### config.mk
export PLATFORM = sky130hd
export DESIGN_NAME = byte_match_irq
export DESIGN_NICKNAME = d
export VERILOG_FILES = /design/src/rtl/bmi_pkg.sv /design/src/rtl/bmi_masked_cmp.sv /design/src/rtl/bmi_source.sv /design/src/rtl/bmi_vector.sv /design/src/rtl/byte_match_irq.sv
export SDC_FILE = /design/constraint.sdc
export NUM_CORES = 1
export LEC_CHECK = 0
export ABC_CLOCK_PERIOD_IN_PS = 1800
export BUFFER_PORTS_ARGS = -buffer_cell sky130_fd_sc_hd__buf_2
export CORE_ASPECT_RATIO = 1.1
export CORE_MARGIN = 2
export CORE_UTILIZATION = 58
export DETAILED_ROUTE_END_ITERATION = 7
export PLACE_DENSITY = 0.88
export SYNTH_ARGS = -nofsm -noshare
export SYNTH_HDL_FRONTEND = slang
export SYNTH_SLANG_ARGS = --single-unit
### constraint.sdc
create_clock -name clk -period 1.8 [get_ports clk]
set_input_delay 0.09 -clock clk [delete_from_list [all_inputs] [get_ports clk]]
set_output_delay 0.09 -clock clk [all_outputs]
set_load 0.02 [all_outputs]
### src/rtl/bmi_pkg.sv
// Package: shared constants and register offsets for the byte-match
// interrupt controller. Assumes an 8-bit byte and exactly two watchers.
package bmi_pkg;
    localparam int DATA_W = 8;
    localparam int NSRC   = 2;
    localparam int SRC_W  = $clog2(NSRC);
    localparam int OFS_W  = 2;
    localparam int ADDR_W = 4;
    localparam int MODE_BIT = 7;
    localparam logic [ADDR_W-1:0] ADDR_STATUS = 4'h8;

    typedef enum logic [OFS_W-1:0] {
        OFS_CTRL  = 2'd0,
        OFS_PAT   = 2'd1,
        OFS_MASK  = 2'd2,
        OFS_CAP   = 2'd3
    } reg_ofs_e;
endpackage

### src/rtl/bmi_masked_cmp.sv
// Module: bmi_masked_cmp
// Compares two bytes on the bit positions enabled by a mask.
// Assumes a mask bit of 1 means "compare this bit". Purely combinational.
module bmi_masked_cmp
    import bmi_pkg::*;
(
    input  logic [DATA_W-1:0] a,
    input  logic [DATA_W-1:0] b,
    input  logic [DATA_W-1:0] mask,
    output logic              same
);
    logic [DATA_W-1:0] diff;

    // Per-bit difference restricted to enabled positions.
    always_comb begin
        diff = (a ^ b) & mask;
        same = (diff == '0);
    end
endmodule

### src/rtl/bmi_source.sv
// Module: bmi_source
// One watcher: holds its control, pattern, mask and capture registers,
// captures bytes of its channel and keeps a single pending flag.
// Assumes register writes arrive already decoded to this watcher and that
// a clear and a new event in the same cycle leave the flag set.
module bmi_source
    import bmi_pkg::*;
#(
    parameter int NUM_CH = 32,
    localparam int CH_W = $clog2(NUM_CH)
) (
    input  logic              clk,
    input  logic              rst_n,
    input  logic              wr_en,
    input  logic [OFS_W-1:0]  wr_ofs,
    input  logic [DATA_W-1:0] wr_data,
    input  logic              cap_rd,
    input  logic              ack_clr,
    input  logic              rx_valid,
    input  logic [CH_W-1:0]   rx_chan,
    input  logic [DATA_W-1:0] rx_byte,
    output logic [DATA_W-1:0] ctrl_q,
    output logic [DATA_W-1:0] pat_q,
    output logic [DATA_W-1:0] mask_q,
    output logic [DATA_W-1:0] cap_q,
    output logic              pend_q
);
    logic hit;
    logic eq_pat;
    logic eq_prev;
    logic chg_mode;
    logic evt;
    logic clr;

    bmi_masked_cmp u_cmp_pat (
        .a    (rx_byte),
        .b    (pat_q),
        .mask (mask_q),
        .same (eq_pat)
    );

    bmi_masked_cmp u_cmp_prev (
        .a    (rx_byte),
        .b    (cap_q),
        .mask (mask_q),
        .same (eq_prev)
    );

    // Decide whether this cycle's byte belongs to us and qualifies.
    always_comb begin
        chg_mode = ctrl_q[MODE_BIT];
        hit      = rx_valid && (rx_chan == ctrl_q[CH_W-1:0]);
        evt      = hit && (chg_mode ? !eq_prev : eq_pat);
        clr      = ack_clr || cap_rd;
    end

    // Configuration registers written from the register bus.
    always_ff @(posedge clk) begin
        if (!rst_n) begin
            ctrl_q <= '0;
            pat_q  <= '0;
            mask_q <= '1;
        end else if (wr_en) begin
            case (wr_ofs)
                OFS_CTRL: ctrl_q <= wr_data;
                OFS_PAT:  pat_q  <= wr_data;
                OFS_MASK: mask_q <= wr_data;
                default:  ;
            endcase
        end
    end

    // Capture register follows every byte of the selected channel.
    always_ff @(posedge clk) begin
        if (!rst_n)   cap_q <= '0;
        else if (hit) cap_q <= rx_byte;
    end

    // Pending flag: set by an event, cleared by acknowledge or capture read.
    always_ff @(posedge clk) begin
        if (!rst_n)   pend_q <= 1'b0;
        else if (evt) pend_q <= 1'b1;
        else if (clr) pend_q <= 1'b0;
    end

    AST_CAP_LOAD: assert property (@(posedge clk) disable iff (!rst_n)
        hit |=> cap_q == $past(rx_byte));
    AST_CAP_HOLD: assert property (@(posedge clk) disable iff (!rst_n)
        !hit |=> $stable(cap_q));
    AST_EVT_SETS: assert property (@(posedge clk) disable iff (!rst_n)
        evt |=> pend_q);
    AST_CLR_DROPS: assert property (@(posedge clk) disable iff (!rst_n)
        (clr && !evt) |=> !pend_q);
    AST_NO_SPURIOUS: assert property (@(posedge clk) disable iff (!rst_n)
        (!pend_q && !rx_valid) |=> !pend_q);
endmodule

### src/rtl/bmi_vector.sv
// Module: bmi_vector
// Acknowledge arbiter: on iack picks the lowest-numbered pending watcher,
// clears it and registers the vector byte for one cycle.
// Assumes iack is a single-cycle pulse per acknowledge cycle.
module bmi_vector
    import bmi_pkg::*;
#(
    parameter logic [DATA_W-SRC_W-1:0] VEC_HI = '0
) (
    input  logic              clk,
    input  logic              rst_n,
    input  logic              iack,
    input  logic [NSRC-1:0]   pend,
    output logic [NSRC-1:0]   grant,
    output logic              vec_valid,
    output logic [DATA_W-1:0] vec_out
);
    logic [SRC_W-1:0] win_id;
    logic             any;

    // Lowest index wins; grant is one-hot while acknowledging.
    always_comb begin
        win_id = '0;
        any    = 1'b0;
        grant  = '0;
        for (int i = NSRC - 1; i >= 0; i--) begin
            if (pend[i]) begin
                win_id = SRC_W'(i);
                any    = 1'b1;
            end
        end
        if (iack && any) grant[win_id] = 1'b1;
    end

    // Vector byte register, valid for the cycle after the acknowledge.
    always_ff @(posedge clk) begin
        if (!rst_n) begin
            vec_valid <= 1'b0;
            vec_out   <= '0;
        end else begin
            vec_valid <= iack && any;
            if (iack && any) vec_out <= {VEC_HI, win_id};
        end
    end

    AST_GRANT_ONEHOT: assert property (@(posedge clk) disable iff (!rst_n)
        $onehot0(grant));
    AST_VEC_NEEDS_ACK: assert property (@(posedge clk) disable iff (!rst_n)
        vec_valid |-> $past(iack));
    AST_IDLE_NO_VEC: assert property (@(posedge clk) disable iff (!rst_n)
        (iack && pend == '0) |=> !vec_valid);
    AST_PRIO_LOW: assert property (@(posedge clk) disable iff (!rst_n)
        (iack && pend[0]) |=> vec_out[SRC_W-1:0] == '0);
endmodule

### src/rtl/byte_match_irq.sv
// Module: byte_match_irq (top)
// Two channel watchers with masked equality or change detection, a
// register bus for configuration and status, and an auto-vectored
// acknowledge. Assumes one received byte per cycle at most and a
// synchronous, active-low reset.
module byte_match_irq
    import bmi_pkg::*;
#(
    parameter int NUM_CH = 32,
    parameter logic [DATA_W-SRC_W-1:0] VEC_HI = 7'h5A,
    localparam int CH_W = $clog2(NUM_CH)
) (
    input  logic              clk,
    input  logic              rst_n,
    input  logic [ADDR_W-1:0] reg_addr,
    input  logic              reg_wr,
    input  logic              reg_rd,
    input  logic [DATA_W-1:0] reg_wdata,
    output logic [DATA_W-1:0] reg_rdata,
    input  logic              rx_valid,
    input  logic [CH_W-1:0]   rx_chan,
    input  logic [DATA_W-1:0] rx_byte,
    output logic              irq,
    input  logic              iack,
    output logic              vec_valid,
    output logic [DATA_W-1:0] vec_out
);
    localparam int SEL_W = ADDR_W - OFS_W;

    logic [NSRC-1:0]   pend;
    logic [NSRC-1:0]   grant;
    logic [DATA_W-1:0] ctrl_r [NSRC];
    logic [DATA_W-1:0] pat_r  [NSRC];
    logic [DATA_W-1:0] mask_r [NSRC];
    logic [DATA_W-1:0] cap_r  [NSRC];
    logic [SEL_W-1:0]  sel;
    logic [OFS_W-1:0]  ofs;

    // Split the register address into watcher select and offset.
    always_comb begin
        sel = reg_addr[ADDR_W-1:OFS_W];
        ofs = reg_addr[OFS_W-1:0];
    end

    for (genvar s = 0; s < NSRC; s++) begin : g_src
        logic wr_s;
        logic rd_cap_s;

        // Per-watcher write and capture-read decode.
        always_comb begin
            wr_s     = reg_wr && (sel == SEL_W'(s));
            rd_cap_s = reg_rd && (sel == SEL_W'(s)) && (ofs == OFS_CAP);
        end

        bmi_source #(.NUM_CH(NUM_CH)) u_src (
            .clk      (clk),
            .rst_n    (rst_n),
            .wr_en    (wr_s),
            .wr_ofs   (ofs),
            .wr_data  (reg_wdata),
            .cap_rd   (rd_cap_s),
            .ack_clr  (grant[s]),
            .rx_valid (rx_valid),
            .rx_chan  (rx_chan),
            .rx_byte  (rx_byte),
            .ctrl_q   (ctrl_r[s]),
            .pat_q    (pat_r[s]),
            .mask_q   (mask_r[s]),
            .cap_q    (cap_r[s]),
            .pend_q   (pend[s])
        );
    end

    bmi_vector #(.VEC_HI(VEC_HI)) u_vec (
        .clk       (clk),
        .rst_n     (rst_n),
        .iack      (iack),
        .pend      (pend),
        .grant     (grant),
        .vec_valid (vec_valid),
        .vec_out   (vec_out)
    );

    // Interrupt line is the OR of the pending flags.
    always_comb irq = |pend;

    // Read data multiplexer over watcher registers and status.
    always_comb begin
        reg_rdata = '0;
        if (reg_addr == ADDR_STATUS) begin
            reg_rdata[NSRC-1:0] = pend;
        end else begin
            for (int s = 0; s < NSRC; s++) begin
                if (sel == SEL_W'(s)) begin
                    case (ofs)
                        OFS_CTRL: reg_rdata = ctrl_r[s];
                        OFS_PAT:  reg_rdata = pat_r[s];
                        OFS_MASK: reg_rdata = mask_r[s];
                        default:  reg_rdata = cap_r[s];
                    endcase
                end
            end
        end
    end

    AST_IRQ_RISE_SRC: assert property (@(posedge clk) disable iff (!rst_n)
        $rose(irq) |-> $past(rx_valid));
    AST_VEC_ONE_CYCLE: assert property (@(posedge clk) disable iff (!rst_n)
        (vec_valid && !$past(iack, 1)) |-> 1'b0);
    AST_IRQ_WITH_VEC: assert property (@(posedge clk) disable iff (!rst_n)
        (iack && !irq) |=> !vec_valid);
endmodule

==> run_results.csv, run 1 <==
group,metric,value,unit
setup_path,timing.rr.end,"g_src[0].u_src.cap_q[5]",
global_routing,grt_max_degree,41,
setup_path,rr_startpoint,"g_src[0].u_src.ctrl_q[2]",
clock_tree,clock-root-buffer,"clkbuf_8",
clock_tree,cts_sinks,69,
timing,max-slew-margin-rel,58.8,%
hold_path,min_path_cells,3,
die,dieArea,7420,µm²
timing,fin_crit,1.72,ns
status,status,"finished, final reports clean",
synth,synthMuxAreaShare,21.3,%
timing,worst_slew_pin_slew,0.619,ns
timing,hold_violations,0,
routing,wl,9980,µm
routing,viasPerCell,6.01,
place,dp.cells,515,
timing,skew,0.00751,ns
synth,synth.area.top_cells,"dfxtp_1 (35%), mux2i_1 (15%), xor2_1 (9.0%)",
setup_path,start_kind,"register",
timing,min_period_over_period,95.4,%
clock_tree,cts_buffer_depth,2,
hold_path,min_path_type,"in2reg",
setup_path,r2r.worst_path.cells,6,
die,floorplan.initialDensity,59.7,%
place,place_congestion,0.915,
cells_and_area,fill_cells,522,
global_routing,grtUsageTotal,28.7,%
synth,synth_seq_cells,69,
pwr,ir_worst_vdd,0.587,mV
global_routing,grt_pass1_wl,15900,µm
routing,drc,0,
pwr,power.total,3.12,mW
setup_path,required,1.71,ns
setup_path,worstSetupEndpointType,"output pin",
synth,synthArstFlopShare,0,%
routing,routedWlPerCell,18.8,µm
place,dp_hpwl,7170,µm
clock_tree,numCtsBuffers,9,
synth,synth_top_area_cell,"dfxtp_1",
routing,num_vias,3189,
synth,synthXorXnorAreaFrac,9.40,%
setup_path,startpoint,"g_src[1].u_src.mask_q[1]",
synth,synth_area,3910,µm²
setup_path,critical_path.max_fanout,4,
timing,rsz0062_at_grt,"false",
die,io_pins,49,
cells_and_area,final_util,66.5,%
clock_tree,hold_buffers,0,
timing,fmax,0.582,GHz
cells_and_area,area_delta_synth_final,11.4,%
setup_path,cp.arrival,1.63,ns
global_routing,antenna_found_initial,0,
global_routing,grt_overflow,0,
cells_and_area,nNetsFinal,475,
routing,drt_iter0_markers,301,
setup_path,worstSetupPathType,"reg2out",
synth,synth.avg_cell_area,9.64,µm²
clock_tree,cts_htree_levels,3,
synth,synth_top_family_by_area,"multiplexers",
place,dpl_cell_area,4180,µm²
global_routing,grt_pass1_vias,3136,
synth,yosys_warnings,0,
setup_path,crit_end,"reg_rdata[1]",
place,portBuffers,45,
synth,synthAdderAreaFrac,0,%
synth,synth_commonest_cells,"dfxtp_1 (69), mux2i_1 (60), nor2b_1 (54), nand2_1 (41), xor2_1 (40)",
die,row_count,31,
synth,synth_edf_count,0,
setup_path,rrSetupSlack,0.17,ns
synth,postSynthCellCount,406,
synth,synth_compound_area_share,7.32,%
cells_and_area,design_area,4360,µm²
routing,first_pass_iters,6,
synth,synth_most_common_cell,"dfxtp_1",
cells_and_area,fin_cells,531,
clock_tree,clock_latency,0.36,ns
clock_tree,path_clk_slew,0.08,ns
synth,synth_cell_types,41,
cells_and_area,antenna_cells,0,
cells_and_area,drive_gt1_share,21.4,%
hold_path,hold_start,"reg_wdata[5]",
pwr,powerDensity,717,nW/µm²
die,core_area,6560,µm²
synth,ys.flop_type,"dfxtp_1",
die,die_x,82.3,µm
job,maxCapViolCount,0,
synth,yosysSeqAreaShare,35.3,%
timing,finalSetupViolCount,0,
timing,fin_tns_setup,0,ns
pwr,leakage,1.96,nW
timing,finalMaxSlewViolations,0,
synth,synth-simple-area-share,20.6,%
routing,drt.antenna.violating_nets,0,
clock_tree,cts_tree,"yes",
die,dieHeight,90.1,µm
synth,yosys.area.top_type_share,35.3,%
[layout make-up]
type / instances / area [µm²] / share of cell area, %
repair buffers: 61 / 383 / 8.79
flip-flops and latches: 69 / 1380 / 31.7
clock inverters: 5 / 25.0 / 0.574
well taps: 82 / 103 / 2.35
multi-input cells: 301 / 2310 / 52.9
clock buffers: 11 / 151 / 3.48
inverters: 2 / 7.51 / 0.172
[flip-flops by register name (all words and copies together), names as in the netlist]
name / flops
g_src.u_src.cap_q: 16
g_src.u_src.ctrl_q: 16
g_src.u_src.mask_q: 16
g_src.u_src.pat_q: 16
g_src.u_src.pend_q: 2
u_vec.vec_out: 2
u_vec.vec_valid: 1
[how the worst min path moves through the flow]
stage,to
2_1_floorplan,g_src[0].u_src.mask_q[0]
3_3_place_gp,u_vec.vec_out[0]
3_5_place_dp,g_src[0].u_src.mask_q[2]
4_1_cts,u_vec.vec_out[0]
5_1_grt,u_vec.vec_out[0]
6_report,g_src[1].u_src.mask_q[5]
[timing repair]
item	in CTS	in global routing
setup buffers	0	0
endpoints found under the setup margin	0	1
gates resized for setup	0	1
[logic make-up (layout without fill, tap and decap cells)]
group / after synthesis / in the layout
flops: 69 / 69
simple gates: 147 / 147
mux: 70 / 70
buf+inv: 38 / 79
compound gates: 39 / 39
xor+xnor: 42 / 42
other cells: 1 / 3
[routing by layer]
layer  track usage (%)  part of all wire, %  wire, µm  up-vias
met4              13.5                  4.0       397        0
met2              45.1                   47      4720      153
met3              7.43                  8.5       846       40
li1                  -                    -         -     1465
met1              36.1                   40      4010     1531
met5                 0                    0         0        -
[critical path, cell delays in order, from the launching register on]
cell     delay (ns)
dfxtp_1        0.36
mux4_2         0.47
mux2i_1        0.16
o21ai_1        0.10
buf_2          0.18
[power breakdown]
group          switching, mW  internal, mW
sequential            0.0218          1.55
clock                  0.591         0.563
combinational          0.229         0.173
[placed cells by master (no fill, tap or decap), types with 3 or more instances in the layout]
cell      instances
nor2b_1          54
dfxtp_1          69
nor2_1           11
nor3_1            3
mux4_2            8
nand2_1          41
buf_4            13
conb_1            3
a21oi_1           4
buf_12            3
clkbuf_8         11
buf_2            45
o21ai_0           8
and3_1            3
clkinv_2          5
mux2i_1          60
a22oi_1          12
nand3_1          20
nor3b_2           3
xor2_1           40
[through the flow]
step	hold slack, ns	setup slack, ns
2_1_floorplan	0.214	0.446
3_3_place_gp	0.369	0.256
3_5_place_dp	0.395	0.200
4_1_cts	0.0249	0.0631
5_1_grt	0.0382	0.0316
6_report	0.0375	0.0819
Note: power is estimated with default switching activity, not from simulation.
==> inputs of run 2 (changes only) <==
--- a/config.mk
+++ b/config.mk
@@ -5,13 +5,13 @@
 export SDC_FILE = /design/constraint.sdc
 export NUM_CORES = 1
 export LEC_CHECK = 0
-export ABC_CLOCK_PERIOD_IN_PS = 1800
+export ABC_CLOCK_PERIOD_IN_PS = 1400
 export BUFFER_PORTS_ARGS = -buffer_cell sky130_fd_sc_hd__buf_2
 export CORE_ASPECT_RATIO = 1.1
 export CORE_MARGIN = 2
-export CORE_UTILIZATION = 58
+export CORE_UTILIZATION = 53
 export DETAILED_ROUTE_END_ITERATION = 7
-export PLACE_DENSITY = 0.88
+export PLACE_DENSITY = 0.85
 export SYNTH_ARGS = -nofsm -noshare
 export SYNTH_HDL_FRONTEND = slang
 export SYNTH_SLANG_ARGS = --single-unit
==> constraint.sdc (replaced) <==
create_clock -name clk -period 1.4 [get_ports clk]
set_input_delay 0.07 -clock clk [delete_from_list [all_inputs] [get_ports clk]]
set_output_delay 0.07 -clock clk [all_outputs]
set_load 0.02 [all_outputs]
==> run 2 against run 1 <==
The flow now finishes with violations (setup timing). Total power increased by 37%. Register-to-register slack got worse by 0.50 ns. First-iteration DRC count is 54% higher. Global-route usage grew 0.78 points. Critical path depth rose by 2. Non-clock buffer count up 34. Sequential share of layout area decreased by 2.2 points. Worst hold slack worse by 0.029 ns. Clock skew is essentially flat. Critical path type unchanged. Largest cell class unchanged.
==> run_results.csv, run 2 (same netlist as run 1, synthesis figures left out) <==
group,metric,value,unit
status,status,"finished with violations",
status,violations,"setup timing",
clock_tree,clock_latency,0.36,ns
pwr,clkPwrFrac,39.1,%
setup_path,cp_slowest_cell,"dfxtp_2",
die,row_count,32,
routing,drt_iter0_markers,465,
timing,finalMaxSlewViolations,0,
clock_tree,clock-root-buffer,"clkbuf_8",
setup_path,crit_family,"compound AO/OA/AOI/OAI gates",
global_routing,grt_overflow,0,
cells_and_area,drive_gt1_share,35.0,%
die,dieHeight,94.1,µm
routing,wl,11400,µm
clock_tree,cts_sinks,69,
timing,fmax,0.557,GHz
clock_tree,cts_htree_levels,3,
die,floorplan.initialDensity,55.2,%
routing,viasPerCell,6.03,
timing,min_period_over_period,128,%
routing,routedWlPerCell,20.1,µm
place,place_congestion,0.914,
die,dieArea,8090,µm²
timing,hold_violations,0,
timing,rsz0062_at_grt,"true",
setup_path,rr_startpoint,"g_src[1].u_src.ctrl_q[4]",
cells_and_area,antenna_cells,0,
job,maxCapViolCount,0,
timing,fin_ws,-0.394,ns
routing,num_vias,3423,
place,dp.cells,526,
place,portBuffers,45,
setup_path,startpoint,"g_src[0].u_src.ctrl_q[0]",
setup_path,r2r.worst_path.cells,7,
clock_tree,cts_tree,"yes",
setup_path,critical_path.max_fanout,2,
setup_path,required,1.33,ns
cells_and_area,area_delta_synth_final,23.8,%
hold_path,min_path_cells,3,
routing,wl_met1,4120,µm
routing,drc,0,
clock_tree,path_clk_slew,0.08,ns
pwr,switchingPower,1.20,mW
global_routing,grt_pass1_wl,17800,µm
pwr,leakage,2.13,nW
die,core_area,7090,µm²
routing,drt.antenna.violating_nets,0,
routing,routed-wl-met2,5670,µm
setup_path,path_buf_inv,2,
place,dp_slack,-0.0666,ns
clock_tree,cts_buffer_depth,2,
cells_and_area,fill_cells,509,
pwr,power_switching_share,28.1,%
pwr,p_comb_share,13.9,%
cells_and_area,layout_commonest_cell,"mux2i_1",
routing,first_pass_iters,6,
setup_path,critPathMaxStageDelay,0.33,ns
global_routing,antenna_found_initial,0,
hold_path,min_path_type,"in2reg",
pwr,ir_worst_vdd,0.685,mV
setup_path,worstSetupEndpointType,"output pin",
cells_and_area,fin_cells,568,
global_routing,grtUsageTotal,29.5,%
pwr,powerDensity,881,nW/µm²
cells_and_area,nNetsFinal,509,
setup_path,worstSetupPathType,"reg2out",
routing,wl_met3,1050,µm
die,die_x,85.9,µm
setup_path,crit_chain,"buf_6 -> mux2i_2 -> o21ai_1 -> o211ai_1 -> o311ai_1 -> buf_2",
cells_and_area,final_cell_mix,"mux2i_1 (58), nor2b_1 (54), nand2_1 (41)",
timing,fin_crit,1.79,ns
pwr,seqPwrFrac,47.0,%
setup_path,cp.arrival,1.72,ns
global_routing,grt_max_degree,60,
clock_tree,numCtsBuffers,9,
die,io_pins,49,
setup_path,start_kind,"register",
pwr,p_int,3.07,mW
routing,top_layer_used,"met4",
global_routing,grt_pass1_vias,3418,
hold_path,hold_start,"iack",
setup_path,worst-path-stages,6,
place,dp_hpwl,7160,µm
timing,skew,0.00783,ns
timing,finalSetupViolCount,26,
run 2: cell count changes in the layout (fill, tap and decap cells not counted), moves of 4 or more:
cell | previous run | this run
dfxtp_1 | 69 | 39
dfxtp_2 | 0 | 26
buf_4 | 13 | 38
buf_6 | 0 | 10
buf_2 | 45 | 39
o21ai_0 | 8 | 2
o21ai_1 | 1 | 7
clkinv_2 | 5 | 0
clkinvlp_4 | 0 | 5
dfxtp_4 | 0 | 4
run 2: metrics by stage:
stage | power, mW | hold slack (ns) | cell area, µm² | utilization (%) | TNS, ns
after floorplan | 2.41 | 0.194 | 3920 | - | 0
after global placement | 2.58 | 0.353 | 4280 | 60.4 | -0.625
after detailed placement | 2.59 | 0.362 | 4280 | 60.4 | -0.854
after CTS | 4.24 | 0.000108 | 4840 | 68.3 | -5.54
after global routing | 4.39 | 0.0337 | 4840 | 68.3 | -7.84
final | 4.27 | 0.00802 | 4840 | 68.3 | -6.59
run 2: power by group through the flow:
stage	Clock, mW	Combinational (mW)	Sequential (mW)
floorplan	0	0.362	2.05
global placement	0	0.519	2.06
detailed placement	0	0.529	2.06
CTS	1.66	0.576	2.00
global route	1.75	0.629	2.01
finish	1.67	0.594	2.01
run 2: final timing paths:
check / end / slack (ns)
hold reg to reg: u_vec.vec_out[0] / 0.49
hold / removal: u_vec.vec_out[0] / 0.008
setup / recovery: reg_rdata[0] / -0.39
setup reg to reg: g_src[1].u_src.cap_q[0] / -0.33
run 2: final cells by class:
type	instances	area [µm²]	area share, %
multi-input combinational	301	2350	48.6
clock buffer	9	124	2.56
sequential	69	1430	29.5
inverter	2	7.51	0.155
timing repair buffer	95	746	15.4
tap	85	106	2.20
clock inverter	7	76.3	1.58
run 2: repair_timing:
item / in CTS / in global routing
setup endpoints to repair: 26 / 26
pin swaps: 15 / 10
hold endpoints to repair: 3 / 0
buffers inserted: 24 / 1
resized for setup: 67 / 8
gates cloned: 2 / 0
hold buffers: 1 / 0
run 2: layer usage:
layer  track usage (%)  vias up
li1                  -     1541
met1              35.3     1634
met2              49.6      202
met3              5.80       46
met4              15.6        0
met5                 0        -
run 2: worst reg2reg max path: stages, from the launching register on:
cell	delay [ns]
dfxtp_2	0.34
buf_6	0.11
xor2_1	0.15
nor4_1	0.30
and3_2	0.27
buf_8	0.15
mux2i_2	0.21
nor2b_1	0.07
